==> config.mk <==
export PLATFORM = sky130hd
export DESIGN_NAME = opfetch_halt_seq
export DESIGN_NICKNAME = d
export VERILOG_FILES = /design/src/rtl/opf_pkg.sv /design/src/rtl/opf_phase_ctr.sv /design/src/rtl/opf_strobe_gen.sv /design/src/rtl/opf_halt_ctrl.sv /design/src/rtl/opf_datapath.sv /design/src/rtl/opfetch_halt_seq.sv
export SDC_FILE = /design/constraint.sdc
export NUM_CORES = 1
export LEC_CHECK = 0
export ABC_CLOCK_PERIOD_IN_PS = 5640
export BUFFER_PORTS_ARGS = -buffer_cell sky130_fd_sc_hd__buf_4
export CAP_MARGIN = 30
export CORE_ASPECT_RATIO = 0.5
export CORE_MARGIN = 2
export CORE_UTILIZATION = 55
export DETAILED_ROUTE_END_ITERATION = 16
export GPL_TIMING_DRIVEN = 0
export PLACE_DENSITY = 0.77
export SYNTH_ARGS = -nofsm -noshare
export SYNTH_HDL_FRONTEND = slang
export SYNTH_HIERARCHICAL = 1
export SYNTH_SLANG_ARGS = --single-unit
==> constraint.sdc <==
create_clock -name clk_i -period 5.64 [get_ports clk_i]
set_clock_uncertainty 0.1 [all_clocks]
set_input_delay 1.692 -clock clk_i [delete_from_list [all_inputs] [get_ports clk_i]]
set_output_delay 1.692 -clock clk_i [all_outputs]
set_load 0.02 [all_outputs]
==> src/rtl/opf_pkg.sv <==
package opf_pkg;
  localparam int unsigned PH_W = 3;
  localparam logic [PH_W-1:0] PH_STB_FIRST = 3'd2;
  localparam logic [PH_W-1:0] PH_STB_LAST  = 3'd4;
  localparam logic [PH_W-1:0] PH_SAMPLE    = 3'd4;
  localparam logic [PH_W-1:0] PH_RF_FIRST  = 3'd5;
  localparam logic [PH_W-1:0] PH_RINC      = 3'd5;
  localparam logic [PH_W-1:0] PH_END       = 3'd7;
endpackage

==> src/rtl/opf_phase_ctr.sv <==
module opf_phase_ctr
  import opf_pkg::*;
(
  input  logic            clk_i,
  input  logic            rst_ni,
  output logic [PH_W-1:0] ph_o,
  output logic            samp_o,
  output logic            rinc_o,
  output logic            cyc_end_o
);
  logic [PH_W-1:0] ph_q;

  always_ff @(posedge clk_i or negedge rst_ni) begin
    if (!rst_ni)              ph_q <= '0;
    else if (ph_q == PH_END)  ph_q <= '0;
    else                      ph_q <= ph_q + PH_W'(1);
  end

  assign ph_o      = ph_q;
  assign samp_o    = (ph_q == PH_SAMPLE);
  assign rinc_o    = (ph_q == PH_RINC);
  assign cyc_end_o = (ph_q == PH_END);
endmodule

==> src/rtl/opf_strobe_gen.sv <==
module opf_strobe_gen
  import opf_pkg::*;
(
  input  logic [PH_W-1:0] ph_i,
  output logic            m1_no,
  output logic            mreq_no,
  output logic            rd_no,
  output logic            rfsh_no,
  output logic            rf_act_o
);
  logic fetch_act;

  always_comb begin
    fetch_act = (ph_i >= PH_STB_FIRST) && (ph_i <= PH_STB_LAST);
    rf_act_o  = (ph_i >= PH_RF_FIRST);
  end

  assign m1_no   = ~fetch_act;
  assign mreq_no = ~fetch_act;
  assign rd_no   = ~fetch_act;
  assign rfsh_no = ~rf_act_o;
endmodule

==> src/rtl/opf_halt_ctrl.sv <==
module opf_halt_ctrl #(
  parameter int unsigned     DATA_W  = 8,
  parameter logic [DATA_W-1:0] HALT_OP = 8'h76
) (
  input  logic              clk_i,
  input  logic              rst_ni,
  input  logic              cyc_end_i,
  input  logic [DATA_W-1:0] op_i,
  input  logic              irq_ni,
  input  logic              int_en_i,
  output logic              halted_o,
  output logic              int_ack_o,
  output logic              pc_inc_o
);
  logic halted_q, ack_q, irq_take;

  assign irq_take = cyc_end_i & int_en_i & ~irq_ni;
  // halted fetches are discarded: no PC step
  assign pc_inc_o = cyc_end_i & ~halted_q;

  always_ff @(posedge clk_i or negedge rst_ni) begin
    if (!rst_ni) begin
      halted_q <= 1'b0;
      ack_q    <= 1'b0;
    end else begin
      ack_q <= irq_take;
      if (cyc_end_i) begin
        if (irq_take)             halted_q <= 1'b0;
        else if (op_i == HALT_OP) halted_q <= 1'b1;
      end
    end
  end

  assign halted_o  = halted_q;
  assign int_ack_o = ack_q;
endmodule

==> src/rtl/opf_datapath.sv <==
module opf_datapath #(
  parameter int unsigned ADDR_W  = 16,
  parameter int unsigned DATA_W  = 8,
  parameter int unsigned R_CNT_W = 7
) (
  input  logic              clk_i,
  input  logic              rst_ni,
  input  logic              samp_i,
  input  logic              rinc_i,
  input  logic              pc_inc_i,
  input  logic              rf_act_i,
  input  logic [DATA_W-1:0] data_i,
  output logic [ADDR_W-1:0] addr_o,
  output logic [DATA_W-1:0] op_o,
  output logic [ADDR_W-1:0] pc_o,
  output logic [DATA_W-1:0] r_o
);
  localparam int unsigned PAD_W = ADDR_W - DATA_W;

  logic [ADDR_W-1:0]  pc_q;
  logic [DATA_W-1:0]  r_q, rf_lo_q, op_q;
  logic [R_CNT_W-1:0] r_cnt_nxt;

  assign r_cnt_nxt = r_q[R_CNT_W-1:0] + R_CNT_W'(1);

  always_ff @(posedge clk_i or negedge rst_ni) begin
    if (!rst_ni) begin
      pc_q    <= '0;
      r_q     <= '0;
      rf_lo_q <= '0;
      op_q    <= '0;
    end else begin
      if (samp_i) begin
        op_q    <= data_i;
        rf_lo_q <= r_q;   // refresh address holds pre-increment R
      end
      if (rinc_i)   r_q  <= {r_q[DATA_W-1:R_CNT_W], r_cnt_nxt};
      if (pc_inc_i) pc_q <= pc_q + ADDR_W'(1);
    end
  end

  assign addr_o = rf_act_i ? {{PAD_W{1'b0}}, rf_lo_q} : pc_q;
  assign op_o   = op_q;
  assign pc_o   = pc_q;
  assign r_o    = r_q;
endmodule

==> src/rtl/opfetch_halt_seq.sv <==
module opfetch_halt_seq
  import opf_pkg::*;
#(
  parameter int unsigned       ADDR_W  = 16,
  parameter int unsigned       DATA_W  = 8,
  parameter int unsigned       R_CNT_W = 7,
  parameter logic [DATA_W-1:0] HALT_OP = 8'h76
) (
  input  logic              clk_i,
  input  logic              rst_ni,
  input  logic [DATA_W-1:0] data_i,
  input  logic              irq_ni,
  input  logic              int_en_i,
  output logic [ADDR_W-1:0] addr_o,
  output logic              m1_no,
  output logic              mreq_no,
  output logic              rd_no,
  output logic              rfsh_no,
  output logic              halt_no,
  output logic              int_ack_o
);
  logic [PH_W-1:0]   ph;
  logic              samp, rinc, cyc_end, rf_act, halted, pc_inc;
  logic [DATA_W-1:0] op_w, r_w;
  logic [ADDR_W-1:0] pc_w;

  opf_phase_ctr u_phase (
    .clk_i(clk_i), .rst_ni(rst_ni), .ph_o(ph),
    .samp_o(samp), .rinc_o(rinc), .cyc_end_o(cyc_end)
  );

  opf_strobe_gen u_stb (
    .ph_i(ph), .m1_no(m1_no), .mreq_no(mreq_no), .rd_no(rd_no),
    .rfsh_no(rfsh_no), .rf_act_o(rf_act)
  );

  opf_halt_ctrl #(.DATA_W(DATA_W), .HALT_OP(HALT_OP)) u_halt (
    .clk_i(clk_i), .rst_ni(rst_ni), .cyc_end_i(cyc_end), .op_i(op_w),
    .irq_ni(irq_ni), .int_en_i(int_en_i), .halted_o(halted),
    .int_ack_o(int_ack_o), .pc_inc_o(pc_inc)
  );

  opf_datapath #(.ADDR_W(ADDR_W), .DATA_W(DATA_W), .R_CNT_W(R_CNT_W)) u_dp (
    .clk_i(clk_i), .rst_ni(rst_ni), .samp_i(samp), .rinc_i(rinc),
    .pc_inc_i(pc_inc), .rf_act_i(rf_act), .data_i(data_i),
    .addr_o(addr_o), .op_o(op_w), .pc_o(pc_w), .r_o(r_w)
  );

  assign halt_no = ~halted;
endmodule

; ---- Word-level counts from Yosys, hierarchy flattened
; Index checks and enable logic that the tools add are counted.
[classes]
addsub = 3
magnitude_cmp = 3
n_eq_ne = 4
mux = 4
n_bitwise = 7
reduce_logical = 3
[ops]
columns = cell, n
row1 = 16-bit by 1-bit adder with 16-bit output (second input constant), 1
row2 = 16-bit 2-to-1 mux, 1
row3 = 3-bit == test (second input constant), 3
row4 = 8-bit by 7-bit == test with 1-bit output (second input constant), 1
row5 = 7-bit by 1-bit adder with 7-bit output (second input constant), 1
row6 = 1-bit NOT, 4
row7 = 3-bit by 1-bit adder with 3-bit output (second input constant), 1
row8 = 1-bit AND, 3
row9 = 3-bit by 2-bit >= comparator with 1-bit output (second input constant), 1
row10 = 3-bit >= comparator (second input constant), 1
row11 = 3-bit <= comparator (second input constant), 1
row12 = 3-bit 2-to-1 mux, 1
row13 = 1-bit 2-to-1 mux, 2
row14 = 2-bit AND reduction, 1
row15 = 2-bit nonzero test, 1
row16 = 1-bit logical AND, 1
[totals]
regBits = 43
input_bits = 12
output_inout_bits = 22

; ---- Longest topological paths before layout
[logic_depth]
word_depth = 5
mapped_depth = 7
depth_no_buf = 6

; ---- Cells and area by module
; The synthesis kept the hierarchy.
[modules_own_cells]
columns = mod, n_inst, cells_each, area_per_inst_um2, seq_area_each_um2
row1 = opf_datapath, 1, 134, 1710.4, 950.9
row2 = opf_phase_ctr, 1, 12, 148.9, 75.1
row3 = opf_halt_ctrl, 1, 10, 97.6, 50.0
row4 = opf_strobe_gen, 1, 6, 41.3, 0.0
row5 = opfetch_halt_seq, 1, 1, 3.8, 0.0

; ---- Least setup slack after synthesis
; OpenSTA, ideal clock, no wires.
[synth_timing]
kind = flip-flop to output port
start = register u_phase.ph_q[0], in the netlist u_phase/ph_o[0]
end = output addr_o[6]
arrival_ps = 1478
t_required_ps = 3848
setup_slack_ps = 2370
path_stages_with_launch = 6
path_buffers = 2
cell_sequence = dfrtp_1 > o21ai_2 > inv_1 > buf_2 > clkbuf_1 > mux2_2
[synth_via]
elab_chain_cells = 2
[synth_lines]
columns = element, line_no
row1 = start: declaration, opf_phase_ctr.sv:11  ; logic [PH_W-1:0] ph_q;
row2 = start signal: assignment, opf_phase_ctr.sv:16  ; else ph_q <= ph_q + PH_W'(1);
row3 = 3-bit >= comparator, opf_strobe_gen.sv:15  ; rf_act_o = (ph_i >= PH_RF_FIRST);
row4 = via rf_act, opfetch_halt_seq.sv:23  ; logic samp, rinc, cyc_end, rf_act, halted, pc_inc;
row5 = 16-bit 2-to-1 mux, opf_datapath.sv:42  ; assign addr_o = rf_act_i ? {{PAD_W{1'b0}}, rf_lo_q} : pc_q;
row6 = end: declaration, opfetch_halt_seq.sv:14  ; output logic [ADDR_W-1:0] addr_o,
; The timed path passes the listed nets, and every way through them passes these cells.

; ---- Worst setup path after layout
; Ends and elaborated chain as after synthesis.

==> metrics.csv <==
stage,metric,value,unit
logic_synthesis,syn_area,1990,sq um
floorplan,die_y,46.5,um
timing,timing.fmax,0.263,GHz
pwr,p_switching,0.111,mW
routing,drtIter0Drc,29,
clock_network,cts_sinks,43,
floorplan,rows,15,
grt,grt_pass1_vias,1182,
timing,worst_pin_slew,0.535,ns
floorplan,die_w,89.1,um
worst_setup_path,cp_top_family,buffers and inverters,
routing,routed_wl,3.29,mm
run,maxCapViolCount,0,
timing,rsz0062_at_grt,false,
grt,overflow,0,
pwr,clockPowerShare,35.3,%
pwr,switching_share,21.3,%
routing,viasPerCell,4.93,
logic_synthesis,synth_nets,179,
cells_and_area,final_layout_size_suffix_gt1_share,35.6,%
timing,period_needed,3.81,ns
timing,relSlewSlack,64.3,%
logic_synthesis,avgSynthCellArea,12.4,sq um
timing,setup_tns,0,ns
worst_setup_path,crit_type,flop to output port,
worst_setup_path,crit_slowest_cell,dfrtp_1,
routing,vias,1248,
grt,grt_usage,17.9,%
pwr,p_comb_share,4.1,%
clock_network,clk_path_buf_depth,2,
timing,hold_violations,0,
worst_setup_path,endpoint_kind,output port,
worst_setup_path,crit_required,3.85,ns
worst_setup_path,cp_num_buf_inv,4,
pwr,pwr-share-seq,60.6,%
worst_setup_path,path_cells,"o21ai_2, inv_1, buf_2, clkbuf_1, mux2_2, buf_4",
worst_setup_path,cpPeakStageDelay,0.45,ns
placed_design,routabilityCongestion,0.752,
hold_path,hp-class,flop to flop,
timing,slew_violations,0,
grt,grt_max_degree,44,
cells_and_area,nNetsFinal,219,
grt,grt_pass1_wl,5.50,mm
worst_setup_path,cp-start-kind,flop,
routing,drtAntennaViolNets,0,
worst_setup_path,cp.depth,6,
clock_network,root_buffer,clkbuf_8,
pwr,powerDensity,219,nW/um^2
worst_setup_path,arrival,2.01,ns
pwr,p_int,0.410,mW
clock_network,clk_latency,0.29,ns
cells_and_area,n_antenna_cell,0,
clock_network,postCtsSetupBuffers,0,
cells_and_area,finalCoreUtilization,69.0,%
worst_setup_path,reg2regPathDepth,7,
clock_network,htreeDepth,2,
pwr,power,0.521,mW
timing,setup_viol,0,
logic_synthesis,ys.warnings.count,6,
cells_and_area,area_growth,19.7,%
clock_network,clk_pin_slew,0.08,ns
clock_network,tritoncts,built,
worst_setup_path,crit_path_max_fanout,10,
routing,drc_errors,0,
status,outcome,"complete, no violations",
floorplan,initial_core_util,57.6,%
floorplan,die_area,4150,sq um
placed_design,dp_hpwl,2.33,mm
routing,first_pass_iters,4,
logic_synthesis,syn_inst,161,
hold_path,hold_depth,1,
floorplan,coreArea,3450,sq um
grt,antenna_found_initial,0,
pwr,ir_drop,186,uV
routing,wl_per_cell,13.0,um
clock_network,cts_made_buffers,5,
clock_network,cts.repair.resized,0,
clock_network,postCtsHoldBufs,0,
pwr,p_leak,1.17,nW
timing,fin_crit_sh,67.5,%
floorplan,io-pin-count,34,
placed_design,io_buffers,33,
path summary, 6_finish.rpt:
kind	from	end	slack, ns
max in group asynchronous	rst_ni	u_dp/rf_lo_q[6]	3.79
max reg2reg	u_phase/ph_o[0]	u_dp/pc_o[13]	3.37
min in group asynchronous	rst_ni	u_dp/rf_lo_q[4]	1.29
max	u_phase/ph_o[0]	addr_o[6]	1.83
min reg2reg	u_dp/pc_o[15]	u_dp/pc_o[15]	0.36
min	u_dp/pc_o[15]	u_dp/pc_o[15]	0.36
through the flow:
step	hold slack, ns	setup WS [ns]	area (sq um)	instances
detailed placement	0.351	2.14	2300	245
global route	0.369	1.68	2380	253
CTS	0.366	1.81	2380	253
global placement	0.349	2.13	2300	245
floorplan	0.334	2.37	1990	161
finish	0.359	1.83	2380	253
layer usage:
metal / up-vias / GRT usage [%] / wire length, um
li1: 628 / - / -
met4: 0 / 3.58 / 14
met2: 24 / 27.9 / 1460
met3: 2 / 5.91 / 132
met1: 594 / 25.0 / 1680
met5: - / 0 / 0
area by class of cell:
cell class | count | area (sq um)
flip-flops and latches | 43 | 1080
multi-input cells | 106 | 858
plain buffers | 7 | 37.5
fillers | 260 | 1070
repair buffers | 33 | 248
clock buffers | 7 | 76.3
inverters | 5 | 18.8
well taps | 51 | 63.8
clock inverters | 1 | 5.00
state kept, by name (all words and copies together), names as in the netlist:
signal / cells
u_dp/pc_o: 16
u_dp/r_o: 7
u_halt/halted_o: 1
u_dp/rf_lo_q: 7
u_halt/int_ack_o: 1
u_phase/ph_o: 3
u_dp/op_o: 8
layout by cell type, fill, tap and decap left out, types with 2 or more instances in the layout:
master	instances
ha_1	6
clkbuf_8	5
buf_2	3
mux2_2	24
nand2_1	11
clkbuf_1	4
nor2_1	9
nand3_1	2
xnor2_1	8
xor2_1	13
nor4_2	2
dfrtp_1	43
nand4_1	7
inv_1	5
and2_1	2
buf_4	35
nor4_1	5
nor2b_1	9
worst register-to-register path: cells and delay by family, from the launching register on:
| kind | cells | cell delay [ns] |
|---|---|---|
| xor gates and xnor gates | 1 | 0.19 |
| adders and majority gates | 2 | 0.44 |
| buffers and inverters | 1 | 0.18 |
| DFF | 1 | 0.45 |
| and+or+nand+nor | 3 | 0.84 |
power groups by stage:
stage          Sequential [mW]  Combinational, mW  Clock, mW
6_report                 0.316             0.0216      0.184
5_1_grt                  0.316             0.0242      0.202
4_1_cts                  0.316             0.0224      0.191
3_5_place_dp             0.322             0.0223          0
3_3_place_gp             0.322             0.0218          0
2_1_floorplan            0.321            0.00772          0
No activity file was read; power rests on OpenSTA's default activity.
